### src/rtl/vf_rid_pkg.sv
package vf_rid_pkg;
  localparam int unsigned ID_W = 16;
  typedef logic [ID_W-1:0] cfg_id_t;
  localparam cfg_id_t PLACEHOLDER_ID = 16'hFFFF;
  localparam cfg_id_t NULL_ID        = 16'h0000;

  typedef struct packed {
    logic vld;
    logic hit;
    logic ovr;
    logic err;
  } dec_flags_t;
endpackage

### src/rtl/vf_rid_divider.sv
// Unrolled restoring divider: one compare/subtract stage per dividend bit.
module vf_rid_divider #(
  parameter int unsigned DVD_W = 8,
  parameter int unsigned DSR_W = 16
) (
  input  logic [DVD_W-1:0] dvd_i,
  input  logic [DSR_W-1:0] dsr_i,
  output logic [DVD_W-1:0] quo_o,
  output logic             rem_zero_o
);
  localparam int unsigned PW = DSR_W + 1;

  logic [PW-1:0] part [DVD_W+1];
  logic [PW-1:0] dsr_x;

  assign dsr_x   = {1'b0, dsr_i};
  assign part[0] = '0;

  for (genvar s = 0; s < DVD_W; s++) begin : g_stage
    logic [PW-1:0] shf;
    logic [PW-1:0] sub;
    logic          ge;
    // partial remainder stays below the divisor, so its MSB is zero before the shift
    assign shf = (part[s] << 1) | PW'(dvd_i[DVD_W-1-s]);
    assign ge  = (shf >= dsr_x);
    assign sub = shf - dsr_x;
    assign quo_o[DVD_W-1-s] = ge;
    assign part[s+1] = ge ? sub : shf;
  end

  assign rem_zero_o = (part[DVD_W] == '0);
endmodule

### src/rtl/vf_rid_range_chk.sv
module vf_rid_range_chk #(
  parameter int unsigned RID_W = 8,
  parameter int unsigned OFS_W = 16,
  parameter int unsigned STR_W = 16,
  parameter int unsigned CNT_W = 16,
  localparam int unsigned FW   = ((RID_W > OFS_W) ? RID_W : OFS_W) + 1,
  localparam int unsigned LW   = FW + CNT_W + STR_W
) (
  input  logic [RID_W-1:0] pf_rid_i,
  input  logic [OFS_W-1:0] vf_ofs_i,
  input  logic [STR_W-1:0] vf_stride_i,
  input  logic [CNT_W-1:0] total_vfs_i,
  output logic [FW-1:0]    first_o,
  output logic             cfg_err_o
);
  logic [LW-1:0] last_w;
  logic [LW-1:0] span_w;
  logic [LW-1:0] lim_w;
  logic          tot_nz;
  logic          ovf;

  assign first_o = FW'(pf_rid_i) + FW'(vf_ofs_i);
  assign tot_nz  = (total_vfs_i != '0);
  assign span_w  = LW'(total_vfs_i - CNT_W'(1)) * LW'(vf_stride_i);
  assign last_w  = LW'(first_o) + span_w;
  assign lim_w   = LW'(1) << RID_W;
  assign ovf     = tot_nz && (last_w >= lim_w);

  assign cfg_err_o = ovf || (vf_ofs_i == '0);
endmodule

### src/rtl/vf_rid_match.sv
module vf_rid_match #(
  parameter int unsigned RID_W = 8,
  parameter int unsigned OFS_W = 16,
  parameter int unsigned STR_W = 16,
  parameter int unsigned CNT_W = 16,
  localparam int unsigned FW   = ((RID_W > OFS_W) ? RID_W : OFS_W) + 1,
  localparam int unsigned CW   = (CNT_W > RID_W) ? CNT_W : RID_W
) (
  input  logic [FW-1:0]    first_i,
  input  logic [RID_W-1:0] req_rid_i,
  input  logic [STR_W-1:0] vf_stride_i,
  input  logic [CNT_W-1:0] total_vfs_i,
  input  logic [CNT_W-1:0] num_vfs_i,
  input  logic             vf_en_i,
  output logic             hit_o,
  output logic [RID_W-1:0] idx_o
);
  logic [RID_W-1:0] diff;
  logic [RID_W-1:0] quo;
  logic             rem_zero;
  logic             above;
  logic             on_grid;
  logic [RID_W-1:0] idx_c;
  logic [CW-1:0]    idx_x;

  assign above = (FW'(req_rid_i) >= first_i);
  assign diff  = req_rid_i - first_i[RID_W-1:0];

  vf_rid_divider #(
    .DVD_W (RID_W),
    .DSR_W (STR_W)
  ) i_div (
    .dvd_i      (diff),
    .dsr_i      (vf_stride_i),
    .quo_o      (quo),
    .rem_zero_o (rem_zero)
  );

  always_comb begin
    if (vf_stride_i == '0) begin
      on_grid = (diff == '0);
      idx_c   = '0;
    end else begin
      on_grid = rem_zero;
      idx_c   = quo;
    end
  end

  assign idx_x = CW'(idx_c);
  assign hit_o = vf_en_i && above && on_grid &&
                 (idx_x < CW'(num_vfs_i)) && (idx_x < CW'(total_vfs_i));
  assign idx_o = hit_o ? idx_c : '0;
endmodule

### src/rtl/vf_rid_decoder.sv
module vf_rid_decoder
  import vf_rid_pkg::*;
#(
  parameter int unsigned RID_W = 8,
  parameter int unsigned OFS_W = 16,
  parameter int unsigned STR_W = 16,
  parameter int unsigned CNT_W = 16
) (
  input  logic             clk_i,
  input  logic             rst_ni,
  input  logic [RID_W-1:0] pf_rid_i,
  input  logic [OFS_W-1:0] vf_ofs_i,
  input  logic [STR_W-1:0] vf_stride_i,
  input  logic [CNT_W-1:0] total_vfs_i,
  input  logic [CNT_W-1:0] num_vfs_i,
  input  logic             vf_en_i,
  input  logic             req_valid_i,
  input  logic [RID_W-1:0] req_rid_i,
  input  logic             req_id_reg_i,
  output logic             vld_o,
  output logic             hit_o,
  output logic [RID_W-1:0] vf_idx_o,
  output logic             id_ovr_o,
  output logic [ID_W-1:0]  id_val_o,
  output logic             cfg_err_o
);
  localparam int unsigned FW = ((RID_W > OFS_W) ? RID_W : OFS_W) + 1;

  logic [FW-1:0]    first;
  logic             err_c;
  logic             match_c;
  logic [RID_W-1:0] idx_c;
  dec_flags_t       flg_d, flg_q;
  logic [RID_W-1:0] idx_d, idx_q;

  vf_rid_range_chk #(
    .RID_W (RID_W), .OFS_W (OFS_W), .STR_W (STR_W), .CNT_W (CNT_W)
  ) i_range (
    .pf_rid_i    (pf_rid_i),
    .vf_ofs_i    (vf_ofs_i),
    .vf_stride_i (vf_stride_i),
    .total_vfs_i (total_vfs_i),
    .first_o     (first),
    .cfg_err_o   (err_c)
  );

  vf_rid_match #(
    .RID_W (RID_W), .OFS_W (OFS_W), .STR_W (STR_W), .CNT_W (CNT_W)
  ) i_match (
    .first_i     (first),
    .req_rid_i   (req_rid_i),
    .vf_stride_i (vf_stride_i),
    .total_vfs_i (total_vfs_i),
    .num_vfs_i   (num_vfs_i),
    .vf_en_i     (vf_en_i),
    .hit_o       (match_c),
    .idx_o       (idx_c)
  );

  always_comb begin
    flg_d.vld = req_valid_i;
    flg_d.err = err_c;
    flg_d.hit = req_valid_i && !err_c && match_c;
    flg_d.ovr = flg_d.hit && req_id_reg_i;
    idx_d     = flg_d.hit ? idx_c : '0;
  end

  always_ff @(posedge clk_i or negedge rst_ni) begin
    if (!rst_ni) begin
      flg_q <= '0;
      idx_q <= '0;
    end else begin
      flg_q <= flg_d;
      idx_q <= idx_d;
    end
  end

  assign vld_o     = flg_q.vld;
  assign hit_o     = flg_q.hit;
  assign id_ovr_o  = flg_q.ovr;
  assign cfg_err_o = flg_q.err;
  assign vf_idx_o  = idx_q;
  assign id_val_o  = flg_q.ovr ? PLACEHOLDER_ID : NULL_ID;
endmodule

### config.mk
export PLATFORM = sky130hd
export DESIGN_NAME = vf_rid_decoder
export DESIGN_NICKNAME = d
export VERILOG_FILES = /design/src/rtl/vf_rid_pkg.sv /design/src/rtl/vf_rid_divider.sv /design/src/rtl/vf_rid_range_chk.sv /design/src/rtl/vf_rid_match.sv /design/src/rtl/vf_rid_decoder.sv
export SDC_FILE = /design/constraint.sdc
export NUM_CORES = 1
export LEC_CHECK = 0
export ABC_AREA = 0
export BUFFER_PORTS_ARGS = -buffer_cell sky130_fd_sc_hd__buf_2
export CORE_MARGIN = 5
export CORE_UTILIZATION = 50
export CTS_BUF_LIST = sky130_fd_sc_hd__clkbuf_4 sky130_fd_sc_hd__clkbuf_8
export CTS_CLUSTER_SIZE = 8
export DETAILED_ROUTE_END_ITERATION = 12
export GPL_ROUTABILITY_DRIVEN = 0
export PLACE_DENSITY = 0.67
export SLEW_MARGIN = 20
export SYNTH_ARGS = -nofsm -noshare
export SYNTH_HDL_FRONTEND = slang
export SYNTH_SLANG_ARGS = --single-unit
export TNS_END_PERCENT = 50
### constraint.sdc
create_clock -name clk_i -period 0.9 [get_ports clk_i]
set_input_delay 0 -clock clk_i [delete_from_list [all_inputs] [get_ports clk_i]]
set_output_delay 0 -clock clk_i [all_outputs]
set_load 0.02 [all_outputs]
## Word level (Yosys, flattened, before mapping)

Cells that the tools add are included.
W data, S select, Z words.

| storage, ports and cells | value |
|---|---|
| output and inout bits | 28 |
| word-level logic and storage cells | 65 |
| input bits | 85 |
| register bits | 12 |

| operators by class | value |
|---|---|
| reductions and logical operators | 15 |
| order comparisons | 12 |
| bitwise operators | 7 |
| add/sub/neg operators | 12 |
| mux-type cells | 13 |
| $mul | 1 |

Operators by type and width:

| operator | number |
|---|---|
| $mux W16 | 8 |
| $ge A17 B16 Y1 | 7 |
| $or A17 B1 Y17 | 7 |
| $sub A16 B16 Y16 | 6 |
| $add A17 B49 Y49 | 1 |
| $ge A49 B9 Y1 const B | 1 |
| $mul A49 B16 Y49 | 1 |
| $logic_not A16 Y1 | 2 |
| $lt A8 B16 Y1 | 2 |
| $mux W8 | 3 |
| $add A8 B16 Y17 | 1 |
| $ge A8 B17 Y1 | 1 |
| $logic_not A17 Y1 | 1 |
| $mux W17 | 1 |
| $sub A16 B1 Y17 const B | 1 |
| $sub A17 B16 Y17 | 1 |
| $ge A1 B16 Y1 | 1 |
| $reduce_bool A16 Y1 | 1 |
| $sub A1 B16 Y16 | 1 |
| $logic_and A1 B1 Y1 | 8 |
| $logic_not A8 Y1 | 1 |
| $sub A8 B8 Y8 | 1 |
| $logic_not A1 Y1 | 1 |
| $logic_or A1 B1 Y1 | 1 |
| $mux W1 | 1 |

## Logic depth before layout (Yosys ltp)

| depth | value |
|---|---|
| depth after elaboration | 32 |
| depth in mapped cells | 113 |
| depth with buffers taken out | 101 |

## Hierarchy

From an unflattened synthesis, not the netlist that was laid out.

| second synthesis, totals | value |
|---|---|
| cells, all modules | 2517 |
| area, all modules | 20472.1 µm² |

Modules (own cells, without submodules):

| module | seq. area each (µm²) | area each (µm²) | instances | cells an instance |
|---|---|---|---|---|
| vf_rid_range_chk | 0.0 | 12102.9 | 1 | 1376 |
| vf_rid_divider | 0.0 | 6736.5 | 1 | 950 |
| vf_rid_match | 0.0 | 1113.6 | 1 | 153 |
| vf_rid_decoder | 300.3 | 519.2 | 1 | 38 |

## Worst setup path after synthesis

No wires, ideal clock.

| timing | value |
|---|---|
| path type | input to register |
| start | in pf_rid_i[1] |
| end | reg idx_q[2] (netlist: vf_idx_o[2]) |
| buffers on the path | 10 |
| data required time | 0.764 ns |
| setup slack | -21.659 ns |
| setup time | 0.136 ns |
| data arrival time | 22.423 ns |
| stages on the path | 104 |
| cell sequence | ha_1 a21o_1 a21oi_1 xor2_1 ha_1 nand2_1 o211ai_1 o221ai_1 nand2_1 maj3_1 xnor2_1 ha_1 inv_1 ha_1 nor2_1 clkbuf_1 o21ai_0 a311o_1 [... 68 more ...] clkbuf_1 mux2i_1 fa_1 a21o_1 a21oi_1 o21bai_1 a21oi_1 o21bai_1 a221oi_1 nor2b_1 o31ai_1 o21ai_0 a21o_1 a21oi_1 nor3_1 o21ba_2 o211ai_2 nor3_1 |

| on the way | value |
|---|---|
| word-level cells in the longest chain between the ends | 32 |
| elaborated cells between the ends (all ways) | 53 |
| those cells by class | 11 x add/sub; 12 x order compare; 12 x mux; 7 x bitwise; 11 x reduce/logical |

RTL lines:

| item | line | source |
|---|---|---|
| from (decl) | vf_rid_decoder.sv:11 | `input logic [RID_W-1:0] pf_rid_i,` |
| $add A8 B16 Y17 (*) | vf_rid_range_chk.sv:22 | `assign first_o = FW'(pf_rid_i) + FW'(vf_ofs_i);` |
| branches (longest 30 deep; another with $sub A1 B16 Y16) | - |  |
| $mux W8 (*) | vf_rid_decoder.sv:65 | `idx_d = flg_d.hit ? idx_c : '0;` |
| net idx_d[2] | vf_rid_decoder.sv:34 | `logic [RID_W-1:0] idx_d, idx_q;` |
| to (signal assigned) | vf_rid_decoder.sv:74 | `idx_q <= idx_d;` |
| to (decl) | vf_rid_decoder.sv:34 |  |

Mark *: on every way through the listed nets, which the timed path passes.

## Worst setup path after layout

| timing | value |
|---|---|
| start | in vf_ofs_i[0] |
| end | reg idx_q[1] (netlist: vf_idx_o[1]) |

| on the way | value |
|---|---|
| word-level cells in the longest chain between the ends | 32 |
| elaborated cells between the ends (all ways) | 54 |
| those cells by class | 11 x add/sub; 12 x order compare; 12 x mux; 7 x bitwise; 12 x reduce/logical |

RTL lines:

| item | line | source |
|---|---|---|
| from (decl) | vf_rid_decoder.sv:12 | `input logic [OFS_W-1:0] vf_ofs_i,` |
| branches (longest 31 deep; another with $add A8 B16 Y17) | - |  |
| $mux W8 (*) | vf_rid_decoder.sv:65 |  |
| net idx_d[1] | vf_rid_decoder.sv:34 |  |

Marked as above.

==> metrics.md <==
| Metric | Value |
|---|---|
| Status | `finished with violations` |
| Failing checks | `negative setup slack` |
| Max Used Layer | `met5` |
| XOR/XNOR share of the synthesized area | `0.0467` |
| Final antenna-violating net count | `0` |
| Final Cycle Share | `21.9` |
| Die area | `around 46,000 sq um` |
| Detailed-route vias per instance | `just under 6` |
| Fin. max-slew vios | `0` |
| Clock buffer depth | `2` |
| TritonRoute pass-1 iters | `6` |
| Multi-input logic area | `about 20,000 sq um` |
| Warnings, synthesis | `0` |
| Setup ws final | `-18.81 ns` |
| Fillers | `~2,800` |
| Synth Area in Adders | `0.438` |
| Root buffer cell | `clkbuf_8` |
| PwrDens | `around 2900 nW/um^2` |
| Crit end category | `flip-flop` |
| Synth Cell Area | `about 21,000 sq um` |
| Die height | `214 um` |
| Post-synth cell types | `95` |
| DRT met1 WL | `between 30,000 and 40,000 um` |
| Dpl ws | `-18.99 ns` |
| Die Width | `around 210 um` |
| Most frequent CP cell | `ha_1` |
| GRT Total Usage | `0.345` |
| Crit path kind | `in2reg` |
| Setup violations, final | `29` |
| Layout Nets | `~4,100` |
| Largest net degree at the start of global routing | `26` |
| Layout cells sized above 1 | `0.371` |
| Initial antenna violation count | `3` |
| I/O pins | `roughly 110` |
| Vias | `between 20,000 and 25,000` |
| H-Tree Depth | `1` |
| Leak | `0.0157 uW` |
| Vias in the first global route | `approximately 25,000` |
| IO Port Bufs | `approximately 110` |
| CP startpoint kind | `input pin` |
| Final hold vios | `0` |
| Max stage delay cell, worst path | `a311o_2` |
| Remaining DRCs | `0` |
| CP Data Arrival Time | `~20 ns` |
| Area Overhead vs Synth | `45.5%` |
| Register area | `302 sq um` |
| CP top delay family | `compound AO/OA/AOI/OAI gates` |
| Worst path required time | `approximately 1.1 ns` |
| Post-DP HPWL | `66,600 um` |
| CTS sink count | `12` |
| Initial Utilization | `0.507` |
| Simple-gate share of the synthesized area | `0.196` |
| Slew HR | `0.352` |
| Syn Area/Cell | `around 8 sq um` |
| Initial DRC Count | `~2,300` |
| Ys flop type | `dfrtp_1` |
| Worst slew pin tran | `about 0.96 ns` |
| RSZ-0062 raised after global routing | `true` |
| Total grt overflow | `0` |
| Max Cap Viol | `0` |
| Clock transition at path regs | `approximately 0.060 ns` |
| First-pass GRT wire length | `roughly 130,000 um` |
| Tmin final | `slightly below 20 ns` |
| CORE AREA | `41,000 sq um` |
| Routed wl met3 | `between 8000 and 9000 um` |
| Post-synthesis mux area share | `0.0498` |
| Post-synthesis compound-gate area fraction | `0.161` |
| Flops & latches, synth | `12` |
| Layout Utilization | `0.738` |
| Crit path largest cell delay | `between 0.4 and 0.5 ns` |
| Worst Hold Class | `in2reg` |
| CTS tree | `built` |
| WL per Instance | `between 20 and 25 um` |
| Total CTS buffers | `3` |
| Max Fclk | `between 0.05 and 0.06 GHz` |
| Worst vdd ir | `5710 uV` |
| Crit path buffers/inverters | `14` |
| Sequential area share after synthesis | `0.0144` |
| Routed wire length | `between 80,000 and 90,000 um` |
| Tot Pwr | `86,900 uW` |
| Net Count, Synth | `about 3,200` |
| Crit path max fanout | `6` |
| Metal2 WL | `approximately 38,000 um` |
| Placement Rows | `74` |
| Largest family of logic cells by synthesized area | `adder cells` |
| Async set or reset register ratio after synthesis | `1.00` |
| Syn Inst Count | `between 2,000 and 3,000` |
| Post-synth EDFFs | `0` |
## power breakdown
group / internal, uW / switching, uW
combinational: 41800 / 44000
clock: 297 / 228
sequential: 542 / 0.425
total: 42700 / 44200
## per-layer routing
metal	track usage	up-vias
li1	-	10600
met1	0.423	11500
met2	0.572	1393
met3	0.0737	463
met4	0.188	4
met5	0	-
## cells in the final DEF, fill, tap and decap left out, drive strengths merged, types with 9 or more instances in the layout
| cell | synthesis | layout |
|---|---|---|
| o21ai | 100 | 100 |
| o31a | 9 | 9 |
| xnor2 | 67 | 67 |
| a211oi | 23 | 23 |
| a21oi | 130 | 130 |
| nand4 | 32 | 32 |
| a21boi | 9 | 9 |
| o21bai | 17 | 17 |
| nor2b | 31 | 31 |
| buf | 28 | 1025 |
| o21a | 25 | 25 |
| nand3 | 33 | 33 |
| o211ai | 11 | 11 |
| o31ai | 14 | 14 |
| fa | 317 | 317 |
| or3 | 18 | 18 |
| nor4 | 22 | 22 |
| o22ai | 12 | 12 |
| xor2 | 44 | 44 |
| or2 | 16 | 16 |
| nand2 | 306 | 306 |
| a31oi | 11 | 11 |
| and3 | 17 | 17 |
| o2111ai | 9 | 9 |
| nor2 | 169 | 169 |
| mux2i | 67 | 67 |
| nand2b | 37 | 37 |
| inv | 395 | 395 |
| a21o | 30 | 30 |
| nor3 | 58 | 58 |
| and2 | 68 | 68 |
| ha | 220 | 220 |
| dfrtp | 12 | 12 |
| mux2 | 31 | 31 |
## final cells by class
class                   instances  share of cell area
clock buffers                   3             0.00136
inverters                     396              0.0494
multi-input cells            2081               0.661
flip-flops and latches         12             0.00996
diodes                          1           0.0000827
repair buffers               1027               0.257
well taps                     532              0.0220
## state kept, by name, indices dropped and copies added, names as in the netlist
signal	cells
cfg_err_o	1
hit_o	1
vf_idx_o	8
id_ovr_o	1
vld_o	1
## per-stage QoR
stage / hold slack (ns) / area, sq um / TNS (ns) / cells
global route: 0.0170 / 30300 / -202.79 / 4051
global placement: -0.107 / 28200 / -191.52 / 3939
CTS: 0.0222 / 29500 / -184.97 / 4015
finish: 0.0222 / 30300 / -195.73 / 4052
detailed placement: -0.0933 / 28200 / -198.40 / 3939
floorplan: -0.296 / 21400 / -193.59 / 2591
## final timing paths
| path | to | startpoint | cells past startpoint |
|---|---|---|---|
| max in group asynchronous | id_ovr_o | rst_ni | 2 |
| worst max-delay path | vf_idx_o[1] | vf_ofs_i[0] | 97 |
| min in group asynchronous | vld_o | rst_ni | 2 |
| worst min-delay path | id_ovr_o | req_id_reg_i | 2 |
## cells in the mapped netlist, drive strengths merged (16+ instances only)
cell type    n  share of area
a211oi      23         0.0085
a21o        30          0.011
a21oi      130          0.031
and2        68          0.020
and3        17         0.0051
buf         28         0.0089
clkbuf      74          0.013
fa         317           0.31
ha         220           0.13
inv        395          0.071
mux2        31          0.017
mux2i       67          0.033
nand2      306          0.055
nand2b      37          0.011
nand3       33         0.0079
nand4       32         0.0096
nor2       169          0.031
nor2b       31         0.0093
nor3        58          0.014
nor4        22         0.0079
o21a        25         0.0090
o21ai      100          0.024
o21bai      17         0.0061
or2         16         0.0048
or3         18         0.0054
xnor2       67          0.028
xor2        44          0.019
## cells by family (layout without fill, tap and decap cells)
logic type	after synthesis	in the layout
and+or+nand+nor	838	838
adders and majority gates	539	539
buffers and inverters	498	1426
AOI/OAI and AO/OA	495	495
xor gates and xnor gates	111	111
muxes	98	98
DFF	12	12
other	0	1
## what timing repair did
action                                  4_1_cts  5_1_grt
buffers inserted                             70       36
gates resized for setup                     161       96
pin swaps                                   108       76
gates cloned                                  1        0
endpoints found under the setup margin       28       28
hold buffers                                  2        0
hold endpoints to repair                     13        0
Power figures use the tool's default switching activity.
